File: config.mk
export PLATFORM = sky130hd
export DESIGN_NAME = subvec_reduce
export DESIGN_NICKNAME = d
export VERILOG_FILES = /design/src/rtl/sr_pkg.sv /design/src/rtl/sr_alu.sv /design/src/rtl/sr_cond.sv /design/src/rtl/sr_addr.sv /design/src/rtl/subvec_reduce.sv
export SDC_FILE = /design/constraint.sdc
export NUM_CORES = 1
export LEC_CHECK = 0
export BUFFER_PORTS_ARGS = -buffer_cell sky130_fd_sc_hd__clkbuf_2
export CORE_MARGIN = 2
export CORE_UTILIZATION = 60
export CTS_CLUSTER_SIZE = 30
export DETAILED_ROUTE_END_ITERATION = 8
export PLACE_DENSITY_LB_ADDON = 0.05
export SYNTH_ARGS = -nofsm -noshare
export SYNTH_HDL_FRONTEND = slang
export SYNTH_HIERARCHICAL = 1
export SYNTH_SLANG_ARGS = --single-unit
File: constraint.sdc
create_clock -name clk -period 9.65 [get_ports clk]
set_input_delay 0.4825 -clock clk [delete_from_list [all_inputs] [get_ports clk]]
set_output_delay 0.4825 -clock clk [all_outputs]
set_load 0.02 [all_outputs]
File: src/rtl/sr_pkg.sv
package sr_pkg;

    typedef enum logic [2:0] {
        OP_ADD = 3'b000,
        OP_AND = 3'b001,
        OP_OR  = 3'b010,
        OP_XOR = 3'b011,
        OP_MIN = 3'b100,
        OP_MAX = 3'b101
    } sr_op_e;

    typedef enum logic [2:0] {
        ST_IDLE,
        ST_FIRST,
        ST_FOLD,
        ST_WRITE,
        ST_DONE
    } sr_state_e;

    // sign classification of one result, bit 3 down to bit 0
    typedef struct packed {
        logic neg;
        logic pos;
        logic zero;
        logic rsvd;
    } sr_cond_t;

    localparam int SR_CONDW = $bits(sr_cond_t);

endpackage

File: src/rtl/sr_alu.sv
module sr_alu
    import sr_pkg::*;
#(
    parameter int XLEN = 64
) (
    input  sr_op_e            op,
    input  logic [XLEN-1:0]   acc,
    input  logic [XLEN-1:0]   nxt,
    output logic [XLEN-1:0]   res
);
    always_comb begin
        case (op)
            OP_AND:  res = acc & nxt;
            OP_OR:   res = acc | nxt;
            OP_XOR:  res = acc ^ nxt;
            OP_MIN:  res = ($signed(acc) < $signed(nxt)) ? acc : nxt;
            OP_MAX:  res = ($signed(acc) > $signed(nxt)) ? acc : nxt;
            default: res = acc + nxt;
        endcase
    end
endmodule

File: src/rtl/sr_cond.sv
module sr_cond
    import sr_pkg::*;
#(
    parameter int XLEN = 64
) (
    input  logic [XLEN-1:0]      val,
    output logic [SR_CONDW-1:0]  cond
);
    sr_cond_t c;

    always_comb begin
        c.neg  = val[XLEN-1];
        c.zero = (val == '0);
        c.pos  = !c.neg && !c.zero;
        c.rsvd = 1'b0;
        cond   = c;
    end
endmodule

File: src/rtl/sr_addr.sv
module sr_addr #(
    parameter int RW  = 5,
    parameter int VLW = 5
) (
    input  logic            horiz,
    input  logic            first,
    input  logic [2:0]      slen,
    input  logic [VLW-1:0]  outer,
    input  logic [VLW-1:0]  inner,
    input  logic [RW-1:0]   base_a,
    input  logic [RW-1:0]   base_b,
    input  logic [RW-1:0]   base_d,
    output logic [RW-1:0]   rd_addr,
    output logic [RW-1:0]   wr_addr
);
    localparam int AW = (VLW + 3 > RW) ? VLW + 3 : RW;

    logic [AW-1:0] ow, iw, sw, aw, bw, dw, elem_a, rd_full, wr_full;

    always_comb begin
        ow     = AW'(outer);
        iw     = AW'(inner);
        sw     = AW'(slen);
        aw     = AW'(base_a);
        bw     = AW'(base_b);
        dw     = AW'(base_d);
        elem_a = aw + ow * sw;
        if (first)
            rd_full = horiz ? elem_a : aw + ow;
        else
            rd_full = horiz ? elem_a + iw : bw + iw * sw + ow;
        wr_full = dw + ow;
        rd_addr = RW'(rd_full);
        wr_addr = RW'(wr_full);
    end
endmodule

File: src/rtl/subvec_reduce.sv
module subvec_reduce
    import sr_pkg::*;
#(
    parameter int XLEN = 64,
    parameter int RW   = 5,
    parameter int VLW  = 5
) (
    input  logic             clk,
    input  logic             rst,
    input  logic             start,
    input  logic             horiz,
    input  logic             cr_en,
    input  logic [2:0]       op,
    input  logic [1:0]       sublen_m1,
    input  logic [VLW-1:0]   vl,
    input  logic [RW-1:0]    src_a,
    input  logic [RW-1:0]    src_b,
    input  logic [RW-1:0]    dst,
    output logic             rd_en,
    output logic [RW-1:0]    rd_addr,
    input  logic [XLEN-1:0]  rd_data,
    output logic             wr_en,
    output logic [RW-1:0]    wr_addr,
    output logic [XLEN-1:0]  wr_data,
    output logic             cr_we,
    output logic [VLW-1:0]   cr_idx,
    output logic [3:0]       cr_val,
    output logic             done
);
    typedef struct packed {
        logic            horiz;
        logic            cr_en;
        sr_op_e          op;
        logic [2:0]      slen;
        logic [VLW-1:0]  vl;
        logic [RW-1:0]   a;
        logic [RW-1:0]   b;
        logic [RW-1:0]   d;
    } cmd_t;

    sr_state_e        state;
    cmd_t             cmd;
    logic [VLW-1:0]   outer, inner;
    logic [XLEN-1:0]  acc, fold_res;
    logic [VLW-1:0]   slen_v, outer_last, inner_last;
    logic             no_fold;

    always_comb begin
        slen_v     = VLW'(cmd.slen);
        outer_last = cmd.horiz ? cmd.vl - VLW'(1) : slen_v - VLW'(1);
        inner_last = cmd.horiz ? slen_v - VLW'(1) : cmd.vl - VLW'(1);
        no_fold    = cmd.horiz && (cmd.slen == 3'd1);
    end

    sr_alu #(.XLEN(XLEN)) u_alu (
        .op  (cmd.op),
        .acc (acc),
        .nxt (rd_data),
        .res (fold_res)
    );

    sr_addr #(.RW(RW), .VLW(VLW)) u_addr (
        .horiz   (cmd.horiz),
        .first   (state == ST_FIRST),
        .slen    (cmd.slen),
        .outer   (outer),
        .inner   (inner),
        .base_a  (cmd.a),
        .base_b  (cmd.b),
        .base_d  (cmd.d),
        .rd_addr (rd_addr),
        .wr_addr (wr_addr)
    );

    sr_cond #(.XLEN(XLEN)) u_cond (
        .val  (acc),
        .cond (cr_val)
    );

    always_ff @(posedge clk) begin
        if (rst) begin
            state <= ST_IDLE;
            cmd   <= '0;
            outer <= '0;
            inner <= '0;
            acc   <= '0;
        end else begin
            case (state)
                ST_IDLE: if (start) begin
                    cmd.horiz <= horiz;
                    cmd.cr_en <= cr_en;
                    cmd.op    <= sr_op_e'(op);
                    cmd.slen  <= {1'b0, sublen_m1} + 3'd1;
                    cmd.vl    <= vl;
                    cmd.a     <= src_a;
                    cmd.b     <= src_b;
                    cmd.d     <= dst;
                    outer     <= '0;
                    state     <= (vl == '0) ? ST_DONE : ST_FIRST;
                end
                ST_FIRST: begin
                    acc   <= rd_data;
                    inner <= cmd.horiz ? VLW'(1) : '0;
                    state <= no_fold ? ST_WRITE : ST_FOLD;
                end
                ST_FOLD: begin
                    acc <= fold_res;
                    if (inner == inner_last) state <= ST_WRITE;
                    else                     inner <= inner + VLW'(1);
                end
                ST_WRITE: begin
                    if (outer == outer_last) state <= ST_DONE;
                    else begin
                        outer <= outer + VLW'(1);
                        state <= ST_FIRST;
                    end
                end
                default: state <= ST_IDLE;
            endcase
        end
    end

    always_comb begin
        rd_en   = (state == ST_FIRST) || (state == ST_FOLD);
        wr_en   = (state == ST_WRITE);
        wr_data = acc;
        cr_we   = wr_en && cmd.cr_en;
        cr_idx  = outer;
        done    = (state == ST_DONE);
    end

    // the final write of a command is followed directly by done
    p_done_after_last_r9: assert property (@(posedge clk) disable iff (rst)
        (wr_en && outer == outer_last) |=> done);

    // done never lasts two cycles
    p_done_single_r9: assert property (@(posedge clk) disable iff (rst)
        done |=> !done);

    // an empty command completes at once with no write
    p_empty_cmd_r8: assert property (@(posedge clk) disable iff (rst)
        (state == ST_IDLE && start && vl == '0) |=> (done && !wr_en && !cr_we));

    // writes never occur back to back, and never while reading
    p_write_spacing_r10: assert property (@(posedge clk) disable iff (rst)
        wr_en |=> !wr_en);
    p_write_no_read_r10: assert property (@(posedge clk) disable iff (rst)
        wr_en |-> !rd_en);

    // exactly one sign class is reported and the low bit stays clear
    p_cond_class_r5: assert property (@(posedge clk) disable iff (rst)
        cr_we |-> ($countones(cr_val[3:1]) == 1 && !cr_val[0]));

    // condition output only accompanies a result write
    p_cond_with_write_r6: assert property (@(posedge clk) disable iff (rst)
        cr_we |-> (wr_en && !done));

endmodule

==> parameters.txt <==
Parameter                              Value

CTS
  Post-CTS Setup Repair Bufs ... 0
  Buffers from clock root to sink, at most ... 2
  Master cell of the clock root buffer ... sky130_fd_sc_hd__clkbuf_16
  Clock sink count ... 105
  H-tree depth ... 3
  Clock tree from TritonCTS ... built
  CTS Buf Count ... 9
  Clock transition at the register clock pins on the worst setup and hold paths after CTS ... 0.08 ns
  Clock insertion delay at the later pin of the skew report ... 0.39 ns
  Cts repair resizes ... 0
  CTS Hold Bufs ... 0

Die
  I/O pin total ... 181
  Row count ... 61
  Die area ... 29900 sq um
  X dimension of the die ... 173 um
  Height of the die ... 173 um
  Core ar. ... 27900 sq um
  Effective utilization at floorplan ... 61.2%

Power and ir drop
  Total power ... 3100 uW
  Relative contribution of combinational cells to total power ... 65.2%
  Part of the power in registers ... 21.6%
  Power per cell area ... 172 nW/um^2
  Clk network pwr share ... 13.2%
  Cell leakage power ... 0.00803 uW
  Sw Share ... 53.0%
  Internal ... 1460 uW
  Worst VDD drop ... 0.000157 V
  Sw power ... 1640 uW

Logic synthesis
  Post-Synthesis Net Count ... 2685
  Yosys warns ... 6
  Predominant post-synthesis flop cell ... sky130_fd_sc_hd__dfxtp_1
  Average cell area after synthesis ... 7.28 sq um
  Sequential share of the synthesized area ... 12.3%
  Flip-flop and latch count after synthesis ... 105
  Proportion of synthesized flip-flops having asynchronous set or reset ... 0%
  Cell area after technology mapping ... 17100 sq um
  Gate count of the mapped netlist ... 2351
  Distinct cell type count after synthesis ... 102
  Count of flip-flops with a built-in enable after synthesis ... 0

GRT
  Global-route wire length before repair ... 88.9 mm
  Maximum number of pins on one net before global-route repair ... 86
  Initial antenna violation count ... 1
  Number of global-route vias before repair ... 16600
  Grt ovf ... 0
  Combined global-route utilization of all metal layers ... 36.3%

Routing
  Violation count after the first detailed-route iteration ... 1594
  Routed length per placed instance ... 20.2 um
  Total number of vias ... 17600
  Routed wire length ... 55.9 mm
  DR DRC count ... 0
  Count of antenna-violating nets left after detailed routing ... 0
  Count of TritonRoute iterations in the first routing pass ... 6
  Drt via density ... 6.37

Timing
  Worst hold-check slack ... 0.294 ns
  Hold violation total from the final report ... 0
  Slew at the pin closest to its max-slew limit ... 1.29 ns
  Endpoints failing setup ... 0
  Fin crit share ... 55.2%
  Fin Clk Skew ... 0.0143 ns
  Setup_tns ... 0 ns
  Setup repair after global routing missed its margin ... no
  Maximum clock rate ... 188 MHz
  Headroom to the max-slew limit ... 14.0%
  Final Slew Violations ... 0
  Minimum period implied by the final worst setup slack ... 5.33 ns

Cells and area
  Number of nets in the layout ... 2715
  Ratio of cells with drive above 1 in the final layout ... 11.7%
  Relative area change from synthesis to final layout ... 5.25%
  Final core area utilization ... 64.5%

Placement
  Half-perimeter wire length after detailed placement ... 38.8 mm
  Quantity of I/O buffers inserted on ports ... 179
  Routability congestion estimate from global placement ... 0.945

Setup path
  Crit path max fanout ... 55
  Capture point of the worst path ... wr_data[38]
  Critical-path cell list ... inv_1 > ha_1 > nor4_1 > nand4_1 > nor4_2 > o41ai_2 > o311ai_1 > or4_4 > o211a_4 > buf_4 > mux2i_1 > o221ai_1 > a21boi_1 > nor2_1 > a311oi_1
  Startpoint Class ... register
  Crit path launch ... wr_data[36]
  Slowest library cell on the worst path ... sky130_fd_sc_hd__buf_4
  Data required time of the worst path ... 9.95 ns
  Type of destination of the critical path ... register
  Worst path max stage delay ... 0.82 ns
  Data arrival time of the worst path ... 5.63 ns
  Worst flop-to-flop path startpoint ... wr_data[36]
  Kind of critical path ... reg2reg
  Depth of the most critical reg-to-reg path ... 15
  Worst reg2reg setup slack ... 4.32 ns
  Crit Reg-Reg Endpoint ... wr_data[38]

Status
  Outcome ... finished clean

Worst hold path
  Path type of the worst min-delay path ... in2reg

Flow run
  Maximum Capacitance Violations ... 0
==> critical path, delay by kind of cell (launching register included) <==
kind	cells	cell delay [ns]
muxes	1	0.19
buffers and inverters	2	0.91
adders and majority gates	1	0.43
AOI/OAI and AO/OA	6	1.30
DFF	1	0.64
and+or+nand+nor	5	1.72
==> metal layers <==
metal,track usage (%),routed length [um]
met4,14.3,2000
met5,0,0
met3,7.30,5010
met2,58.4,25100
met1,47.8,23700
==> power by group through the flow <==
stage,clock network [uW],logic [uW],registers [uW]
after floorplan,0,1500,680
after global placement,0,1940,672
after detailed placement,0,1970,678
after CTS,416,1980,667
after global routing,432,2200,688
final,408,2020,671
==> stage by stage <==
step / std cells / setup WS (ns) / cell area (sq um)
final: 2766 / 4.32 / 18000
after global routing: 2764 / 4.05 / 18000
after CTS: 2764 / 4.43 / 18000
after detailed placement: 2748 / 4.42 / 17700
after global placement: 2748 / 4.48 / 17700
after floorplan: 2351 / 5.15 / 17100
==> Yosys cell counts (36+ instances only) <==
| cell | count | area, sq um |
|---|---|---|
| sky130_fd_sc_hd__a22oi_1 | 38 | 285 |
| sky130_fd_sc_hd__nor2_1 | 168 | 631 |
| sky130_fd_sc_hd__inv_1 | 238 | 893 |
| sky130_fd_sc_hd__a311oi_1 | 66 | 578 |
| sky130_fd_sc_hd__dfxtp_1 | 105 | 2100 |
| sky130_fd_sc_hd__o221ai_1 | 39 | 342 |
| sky130_fd_sc_hd__a21oi_1 | 229 | 1150 |
| sky130_fd_sc_hd__xnor2_1 | 70 | 613 |
| sky130_fd_sc_hd__clkbuf_1 | 94 | 353 |
| sky130_fd_sc_hd__o21ai_0 | 83 | 415 |
| sky130_fd_sc_hd__ha_1 | 223 | 2790 |
| sky130_fd_sc_hd__mux2i_1 | 144 | 1440 |
| sky130_fd_sc_hd__nand2_1 | 315 | 1180 |
| sky130_fd_sc_hd__o22ai_1 | 36 | 225 |
==> state kept, by name, indices dropped and copies added (netlist names) <==
name,cells
wr_data,64
cmd,28
cr_idx,5
inner,5
state,3
==> how the worst min path moves through the flow <==
stage | startpoint | to | slack [ns] | cells after the start
finish | sublen_m1[0] | cmd[20] | 0.29 | 2
global route | sublen_m1[0] | cmd[20] | 0.30 | 2
CTS | sublen_m1[0] | cmd[20] | 0.27 | 2
detailed placement | cmd[26] | cmd[26] | 0.45 | 2
global placement | cmd[26] | cmd[26] | 0.44 | 2
floorplan | cmd[26] | cmd[26] | 0.43 | 2
==> placed cells by master, fill, tap and decap left out, drive strengths merged, types with 38 or more instances in the layout <==
cell,instances
nor2,168
a22oi,38
clkbuf,188
dfxtp,105
a21oi,232
o21ai,93
ha,223
nand2,316
mux2i,144
inv,243
a311oi,67
xnor2,71
o221ai,40
==> cell type report <==
| cell class | count | area (sq um) |
|---|---|---|
| Antenna cell | 2 | 5.00 |
| Fill cell | 2606 | 9930 |
| Clock inverter | 6 | 58.8 |
| Timing Repair Buffer | 197 | 1030 |
| Sequential cell | 105 | 2110 |
| Inverter | 240 | 901 |
| Clock buffer | 10 | 239 |
| Multi-Input combinational cell | 1828 | 13200 |
| Tap cell | 378 | 473 |
==> cells by family (layout without fill, tap and decap cells) <==
kind of cell,after synthesis,count (layout),synth area share (%)
compound gates,684,684,27.2
simple gates,660,660,17.4
buf+inv,418,453,10.9
fa+ha+maj,240,240,18.3
mux,149,149,8.97
flops,105,105,12.3
xor+xnor,94,94,4.90
other cells,1,3,0.0219
Note: power is estimated with default switching activity, not from simulation.
